===== src/rtl/mrd_pkg.sv =====
package mrd_pkg;
  typedef enum logic [2:0] {
    ST_IDLE   = 3'd0,
    ST_PRESS  = 3'd1,
    ST_HOLD   = 3'd2,
    ST_SETTLE = 3'd3,
    ST_OWN    = 3'd4
  } mrd_state_e;
endpackage


===== src/rtl/mrd_sync.sv =====
module mrd_sync #(
  parameter int STAGES  = 2,
  parameter bit RST_VAL = 1'b1
) (
  input  logic clk,
  input  logic rst,
  input  logic d,
  output logic q
);
  logic [STAGES-1:0] chain;

  if (STAGES > 1) begin : g_multi
    always_ff @(posedge clk) begin
      if (rst) chain <= {STAGES{RST_VAL}};
      else     chain <= {chain[STAGES-2:0], d};
    end
  end else begin : g_single
    always_ff @(posedge clk) begin
      if (rst) chain <= RST_VAL;
      else     chain <= d;
    end
  end

  assign q = chain[STAGES-1];
endmodule


===== src/rtl/mrd_debounce.sv =====
module mrd_debounce #(
  parameter int DEB_CYC = 16
) (
  input  logic clk,
  input  logic rst,
  input  logic en,
  input  logic want,
  input  logic lvl,
  output logic hit
);
  localparam int CW = $clog2(DEB_CYC + 1);

  logic [CW-1:0] cnt;
  logic          match;

  assign match = en && (lvl == want);
  assign hit   = match && (cnt == CW'(DEB_CYC - 1));

  always_ff @(posedge clk) begin
    if (rst || !match || hit) cnt <= '0;
    else                      cnt <= cnt + CW'(1);
  end

  // a level that differs from the target restarts the stability count
  a_r7_restart_on_change: assert property (@(posedge clk) disable iff (rst)
    (en && (lvl != want)) |=> (cnt == '0));

  // a hit is only possible after a cycle that already matched the target
  a_r3_hit_after_match: assert property (@(posedge clk) disable iff (rst)
    hit |-> $past(en && (lvl == want)));
endmodule


===== src/rtl/mrd_timer.sv =====
module mrd_timer #(
  parameter int TW = 10
) (
  input  logic          clk,
  input  logic          rst,
  input  logic          start,
  input  logic [TW-1:0] len,
  output logic          last
);
  logic [TW-1:0] cnt;

  always_ff @(posedge clk) begin
    if (rst)              cnt <= '0;
    else if (start)       cnt <= len - TW'(1);
    else if (cnt != '0)   cnt <= cnt - TW'(1);
  end

  assign last = (cnt == '0);

  // once loaded, the count falls by exactly one each cycle
  a_r6_timer_step: assert property (@(posedge clk) disable iff (rst)
    (!start && (cnt != '0)) |=> (cnt == $past(cnt) - TW'(1)));
endmodule


===== src/rtl/mrd_pin_reset.sv =====
module mrd_pin_reset
  import mrd_pkg::*;
#(
  parameter int SYNC_STAGES  = 2,
  parameter int DEB_CYC      = 16,
  parameter int MR_SHORT_CYC = 64,
  parameter int MR_LONG_CYC  = 512,
  parameter int SETTLE_CYC   = 4
) (
  input  logic clk,
  input  logic rst,
  input  logic rst_req_i,
  input  logic mr_long_i,
  input  logic pin_lvl_i,
  output logic pin_drive_o
);
  localparam int MAX_A = (MR_LONG_CYC > MR_SHORT_CYC) ? MR_LONG_CYC : MR_SHORT_CYC;
  localparam int TMAX  = (MAX_A > SETTLE_CYC) ? MAX_A : SETTLE_CYC;
  localparam int TW    = $clog2(TMAX + 1);

  mrd_state_e    state, nxt;
  logic          lvl;
  logic          deb_en, deb_want, deb_hit;
  logic          tmr_start, tmr_last;
  logic [TW-1:0] tmr_len;
  logic          drive_q;

  mrd_sync #(.STAGES(SYNC_STAGES), .RST_VAL(1'b1)) u_sync (
    .clk (clk),
    .rst (rst),
    .d   (pin_lvl_i),
    .q   (lvl)
  );

  assign deb_en   = (state == ST_IDLE) || (state == ST_PRESS);
  assign deb_want = (state == ST_PRESS);

  mrd_debounce #(.DEB_CYC(DEB_CYC)) u_deb (
    .clk  (clk),
    .rst  (rst),
    .en   (deb_en),
    .want (deb_want),
    .lvl  (lvl),
    .hit  (deb_hit)
  );

  mrd_timer #(.TW(TW)) u_tmr (
    .clk   (clk),
    .rst   (rst),
    .start (tmr_start),
    .len   (tmr_len),
    .last  (tmr_last)
  );

  always_comb begin
    nxt       = state;
    tmr_start = 1'b0;
    tmr_len   = TW'(SETTLE_CYC);
    case (state)
      ST_IDLE: begin
        if (deb_hit) nxt = ST_PRESS;
      end
      ST_PRESS: begin
        if (deb_hit) begin
          nxt       = ST_HOLD;
          tmr_start = 1'b1;
          tmr_len   = mr_long_i ? TW'(MR_LONG_CYC) : TW'(MR_SHORT_CYC);
        end
      end
      ST_HOLD: begin
        if (tmr_last) begin
          nxt       = rst_req_i ? ST_OWN : ST_SETTLE;
          tmr_start = !rst_req_i;
        end
      end
      ST_SETTLE: begin
        if (tmr_last) nxt = ST_IDLE;
      end
      ST_OWN: begin
        if (!rst_req_i) begin
          nxt       = ST_SETTLE;
          tmr_start = 1'b1;
        end
      end
      default: nxt = ST_IDLE;
    endcase
    if (rst_req_i && (state != ST_HOLD)) begin
      nxt       = ST_OWN;
      tmr_start = 1'b0;
    end
  end

  always_ff @(posedge clk) begin
    if (rst) begin
      state   <= ST_IDLE;
      drive_q <= 1'b0;
    end else begin
      state   <= nxt;
      drive_q <= rst_req_i || (nxt == ST_HOLD);
    end
  end

  assign pin_drive_o = drive_q;

  // an internal request pulls the line on the following cycle
  a_r2_req_drives: assert property (@(posedge clk) disable iff (rst)
    rst_req_i |=> pin_drive_o);

  // the block's own drive never turns into a press
  a_r2_own_not_press: assert property (@(posedge clk) disable iff (rst)
    (state == ST_OWN) |=> (state != ST_PRESS));

  // no drive from the block while a press is held
  a_r4_quiet_in_press: assert property (@(posedge clk) disable iff (rst)
    ((state == ST_PRESS) && !$past(rst_req_i)) |-> !pin_drive_o);

  // a drive not caused by a request starts only from a held press
  a_r5_rise_from_press: assert property (@(posedge clk) disable iff (rst)
    ($rose(pin_drive_o) && !$past(rst_req_i)) |-> ($past(state) == ST_PRESS));

  // the settle window cannot jump straight into press tracking
  a_r8_settle_exit: assert property (@(posedge clk) disable iff (rst)
    (state == ST_SETTLE) |=> ((state == ST_SETTLE) || (state == ST_IDLE) || (state == ST_OWN)));
endmodule


===== config.mk =====
export PLATFORM = sky130hd
export DESIGN_NAME = mrd_pin_reset
export DESIGN_NICKNAME = d
export VERILOG_FILES = /design/src/rtl/mrd_pkg.sv /design/src/rtl/mrd_sync.sv /design/src/rtl/mrd_debounce.sv /design/src/rtl/mrd_timer.sv /design/src/rtl/mrd_pin_reset.sv
export SDC_FILE = /design/constraint.sdc
export NUM_CORES = 1
export LEC_CHECK = 0
export BUFFER_PORTS_ARGS = -buffer_cell sky130_fd_sc_hd__buf_4
export CORE_ASPECT_RATIO = 1.5
export CORE_UTILIZATION = 50
export CTS_BUF_LIST = sky130_fd_sc_hd__clkbuf_8 sky130_fd_sc_hd__clkbuf_16
export DETAILED_ROUTE_END_ITERATION = 8
export GPL_TIMING_DRIVEN = 0
export PLACE_DENSITY = 0.67
export REMOVE_ABC_BUFFERS = 1
export SYNTH_ARGS = -nofsm -noshare
export SYNTH_HDL_FRONTEND = slang
export SYNTH_SLANG_ARGS = --single-unit

===== constraint.sdc =====
create_clock -name clk -period 3.1 [get_ports clk]
set_input_delay 0.62 -clock clk [delete_from_list [all_inputs] [get_ports clk]]
set_output_delay 0.62 -clock clk [all_outputs]
set_load 0.005 [all_outputs]

* Word-level counts from Yosys, hierarchy flattened *
Index checks and enable logic that the tools add are counted.

storage, ports and cells
  register bits after elaboration = 21
  input bits = 5
  output and inout port bits = 1

cells by class
  reductions and logical operators = 13
  add/sub/neg operators = 3
  equality and inequality tests = 8
  muxes and demuxes = 18

operators by type and width
  cell                                                                     number
  10-bit 2-to-1 mux                                                        5
  3-bit 2-to-1 mux                                                         7
  10-bit by 1-bit subtractor with 10-bit output, second input constant     2
  3-bit case mux with 5 select lines                                       1
  10-bit zero test                                                         1
  10-bit nonzero test                                                      1
  3-bit by 2-bit equality test with 1-bit output, second input constant    3
  5-bit by 1-bit adder with 5-bit output, second input constant            1
  5-bit by 4-bit equality test with 1-bit output, second input constant    1
  1-bit logical OR                                                         4
  1-bit 2-to-1 mux                                                         4
  3-bit by 1-bit equality test with 1-bit output, second input constant    1
  3-bit equality test, second input constant                               1
  1-bit logical AND                                                        3
  3-bit zero test                                                          1
  3-bit by 2-bit inequality test with 1-bit output, second input constant  1
  1-bit case mux with 3 select lines                                       1
  1-bit zero test                                                          2
  2-bit nonzero test                                                       1
  1-bit equality test                                                      1

* Depth between registers and ports, before layout *
  depth in word-level cells = 9
  depth in mapped cells = 14
  depth with buffers taken out = 12

* Cells and area by module *
From an unflattened synthesis, not the netlist that was laid out.

unflattened totals
  cell total of the unflattened synthesis = 132
  area, all modules = 1208.7 um2

by module, submodules not included
  module         area each (um2)  sequential area each (um2)  times used  cells each
  mrd_timer      656.9            200.2                       1           71
  mrd_pin_reset  289.0            80.1                        1           35
  mrd_debounce   210.2            100.1                       1           22
  mrd_sync       52.6             40.0                        1           4

* Worst setup path after synthesis *
OpenSTA, ideal clock, no wires.

  path kind = in2reg
  start point = input rst_req_i
  end point = register u_tmr.cnt[6]
  data arrival time = 2.612 ns
  buffers on the path = 1
  library setup time = 0.122 ns
  stages = 10
  setup slack = 0.366 ns
  cells stage by stage = or4b_1 > nor4_4 > nor3_1 > buf_6 > nand2_1 > ha_1 > inv_1 > a21o_1 > a221oi_1 > o31ai_2

between the ends
  word-level cells in the longest chain between the ends = 5
  elaborated cells between the ends (all ways) = 8

RTL lines
  what                                                     line                 RTL
  from (decl)                                              mrd_pin_reset.sv:12  input logic rst_req_i,
  1-bit zero test                                          --
  1-bit 2-to-1 mux                                         mrd_pin_reset.sv:71  if (tmr_last) begin
  1-bit case mux with 3 select lines                       mrd_pin_reset.sv:59  case (state)
  1-bit 2-to-1 mux (*)                                     mrd_pin_reset.sv:87  if (rst_req_i && (state != ST_HOLD)) begin
  10-bit 2-to-1 mux or 2-bit nonzero test (tied branches)  --
  to (signal assigned)                                     mrd_timer.sv:14      else if (start) cnt <= len - TW'(1);
  to (signal assigned)                                     mrd_timer.sv:15      else if (cnt != '0) cnt <= cnt - TW'(1);
  to (decl)                                                mrd_timer.sv:10      logic [TW-1:0] cnt;

Every way passes the cells marked *; elsewhere a longest branch is shown, timed or not.
A chain may end at the register's enable or synchronous reset.

* Worst setup path in the final report *
  start point = register u_deb.cnt[0]
  end point = register u_tmr.cnt[6]

between the ends
  word-level cells in the longest chain between the ends = 6
  elaborated cells between the ends (all ways) = 10

RTL lines
  what                                                                               line                                  RTL
  from (decl)                                                                        mrd_debounce.sv:13                    logic [CW-1:0] cnt;
  from (signal assigned)                                                             mrd_debounce.sv:21                    else cnt <= cnt + CW'(1);
  5-bit by 4-bit equality test with 1-bit output (*)                                 mrd_debounce.sv:17                    assign hit = match && (cnt == CW'(DEB_CYC - 1));
  1-bit logical AND (*)                                                              mrd_debounce.sv:17
  10-bit 2-to-1 mux or 1-bit 2-to-1 mux (tied branches)                              mrd_pin_reset.sv:64                   if (deb_hit) begin
  10-bit 2-to-1 mux or 1-bit case mux with 3 select lines (tied branches)            mrd_pin_reset.sv:59
  10-bit by 1-bit subtractor with 10-bit output or 1-bit 2-to-1 mux (tied branches)  mrd_timer.sv:14, mrd_pin_reset.sv:87
  10-bit 2-to-1 mux or 2-bit nonzero test (tied branches)                            --

Marked as above.

==> metrics.cfg <==
[run_status]
status = complete, no violations

[global_route]
grt_pass1_wl_um = 4310
grt_use_total_pct = 21.2
grt_pass1_vias = 987
antenna_found_initial = 0
grt-ovfl-total = 0
grt_max_degree = 13

[yosys]
async_reset_ff_share_pct = 0
post_synth.cell_area_avg_um2 = 8.63
ys_types = 49
synthCells = 141
synthesis.area_um2 = 1220
synth_edf_count = 0
yosysWarnings = 0
yosysSeqAreaShare_pct = 34.6
synth-seq-cells = 21
synthFlopType = dfxtp_1

[die]
die_area_um2 = 2640
fp.dieW_um = 42.3
num_io_pins = 6
dieHeight_um = 62.4
start_util_pct = 53.8
core_area_um2 = 2260
rows = 21

[timing]
hold_violations = 0
slew_headroom_pct = 69.1
setup_violations = 0
fin_skew_ps = 4.47
setup_tns_ps = 0
rsz0062_at_grt = no
min_period_ps = 2840
worst_pin_slew_ps = 460
layout_worst_path_cycle_share_pct = 91.7
maxSlewViolCount = 0
clock.fmax_ghz = 0.352

[worst_hold_path]
min-delay-start = u_sync.chain[0]
holdPathStages = 1
hold_class = reg -> reg

[critical_path]
crit_arrival_ps = 3000
critical_path_peak_fanout = 6
cp.required_ps = 3260
rr_startpoint = u_deb.cnt[0]
crit_type = reg -> reg
crit_start = u_deb.cnt[0]
worstSetupStartpointType = flip-flop
endpoint_kind = flip-flop
rr_worst_depth = 12

[power]
powerDensity_nw_per_um2 = 893
p_total_mw = 1.17
ir_drop_v = 0.000515
p_leak_nw = 0.501

[placement]
io_buffer_count = 5
dpl_cell_area_um2 = 1230
gp_congestion = 0.883
dp_hpwl_um = 1860

[route]
dr.max_layer_used = met4
drc = 0
met1_length_um = 1030
met3_length_um = 78
vias = 1064
route.met2.wl_um = 1320
antenna_left = 0
drt_iter0_markers = 33
firstDrtPassIters = 4
wl_per_cell_um = 14.8
drt_wl_total_um = 2480
vias_per_cell = 6.33

[clock_network]
clk_path_buf_depth = 2
cts_tree = yes
numCtsBuffers = 3
clock_sinks = 21
clock_latency_ps = 260
clockRootBuffer = clkbuf_8
htreeDepth = 1
ctsHoldBuffers = 0
cts.clk_slew.worst_paths_ps = 80

[final_layout]
nets = 154
antenna_cells = 0
area_growth_pct = 8.02
final_cell_area_um2 = 1310
drive_above_1_share_pct = 17.2

[job]
max_cap_violations = 0

flip-flops by register name, summed over array words and instances, names as in the netlist:
signal,count
pin_drive_o,1
state,3
u_deb.cnt,5
u_sync.chain,2
u_tmr.cnt,10
area by class of cell:
class	count	area (um^2)
clock buffers	3	41.3
flip-flops and latches	21	420
fillers	217	946
repair buffers	8	60.1
multi-input cells	107	739
inverters	5	18.8
clock inverters	1	5.00
well taps	23	28.8
critical path: stages, from the launching register on:
cell      delay (ps)
dfxtp_1          350
ha_1             190
and3_1           170
ha_1             200
and3_1           260
and2_0           400
nor3_4           100
nand2_1           90
ha_1             250
inv_1            160
a21o_1           200
a221oi_1         280
o31ai_2           80
kinds of logic after synthesis:
family | synth area share [%]
compound gates | 22.9
fa+ha+maj | 3.09
xor+xnor | 3.60
flops | 34.6
simple gates | 30.2
buf+inv | 5.56
metrics by stage:
step                      setup slack, ps  hold slack (ps)  instances  util [%]
after global placement               -322              398        161      54.6
after detailed placement             -421              400        161      54.6
after global routing                 59.2              433        168      58.1
after floorplan                       179              389        133         -
final                                 258              420        168      58.1
after CTS                            72.5              423        165      57.1
cells in the mapped netlist, types with 2 or more instances:
cell type   n  area (um^2)
dfxtp_1    21          420
nor2_1     18         67.6
nor3_1      8         40.0
nand3_1     6         30.0
inv_1       5         18.8
nand2_1     5         18.8
or3_1       5         31.3
a31oi_1     4         25.0
o21ai_0     4         20.0
or2_2       4         25.0
xnor2_1     4         35.0
and3_1      3         18.8
clkbuf_1    3         11.3
ha_1        3         37.5
nand2b_1    3         18.8
a21o_1      2         15.0
a21oi_1     2         10.0
a221oi_1    2         17.5
buf_2       2         10.0
buf_6       2         22.5
nor3b_1     2         15.0
o211ai_1    2         15.0
o21ai_1     2         10.0
o21bai_1    2         15.0
o31ai_1     2         15.0
or4b_1      2         20.0
final timing paths:
| kind | endpoint | slack, ps |
|---|---|---|
| worst max-delay path | u_tmr.cnt[6] | 260 |
| worst min-delay path | u_sync.chain[1] | 420 |
| worst max register to register | u_tmr.cnt[6] | 260 |
| worst min register to register | u_sync.chain[1] | 420 |
report_power, final:
group / switching (mW) / total [mW] / internal [mW]
clock network: 0.0893 / 0.179 / 0.0897
logic: 0.355 / 0.602 / 0.247
registers: 0.0628 / 0.392 / 0.330
total: 0.507 / 1.17 / 0.666
what timing repair did:
action                                  4_1_cts  5_1_grt
buffers inserted                              0        3
gates cloned                                  0        0
endpoints found under the setup margin        4        3
hold endpoints to repair                      0        0
pin swaps                                     0        1
resized for setup                             2        0
per-layer routing:
| metal | track usage, % | up-vias |
|---|---|---|
| met4 | 13.7 | 0 |
| met5 | 0 | - |
| met3 | 2.89 | 5 |
| met2 | 36.5 | 23 |
| li1 | - | 531 |
| met1 | 23.4 | 505 |
cells in the final DEF, fill, tap and decap left out, types with 3 or more instances in the layout:
cell      netlist  routed
dfxtp_1        21      21
nor2_1         18      18
buf_4           0       8
nor3_1          8       7
nand3_1         6       6
or3_1           5       5
nand2_1         5       5
inv_1           5       5
or2_2           4       4
o21ai_0         4       4
a31oi_1         4       4
xnor2_1         4       4
and3_1          3       3
nand2b_1        3       3
ha_1            3       3
clkbuf_8        0       3
No activity file was read; power rests on OpenSTA's default activity.
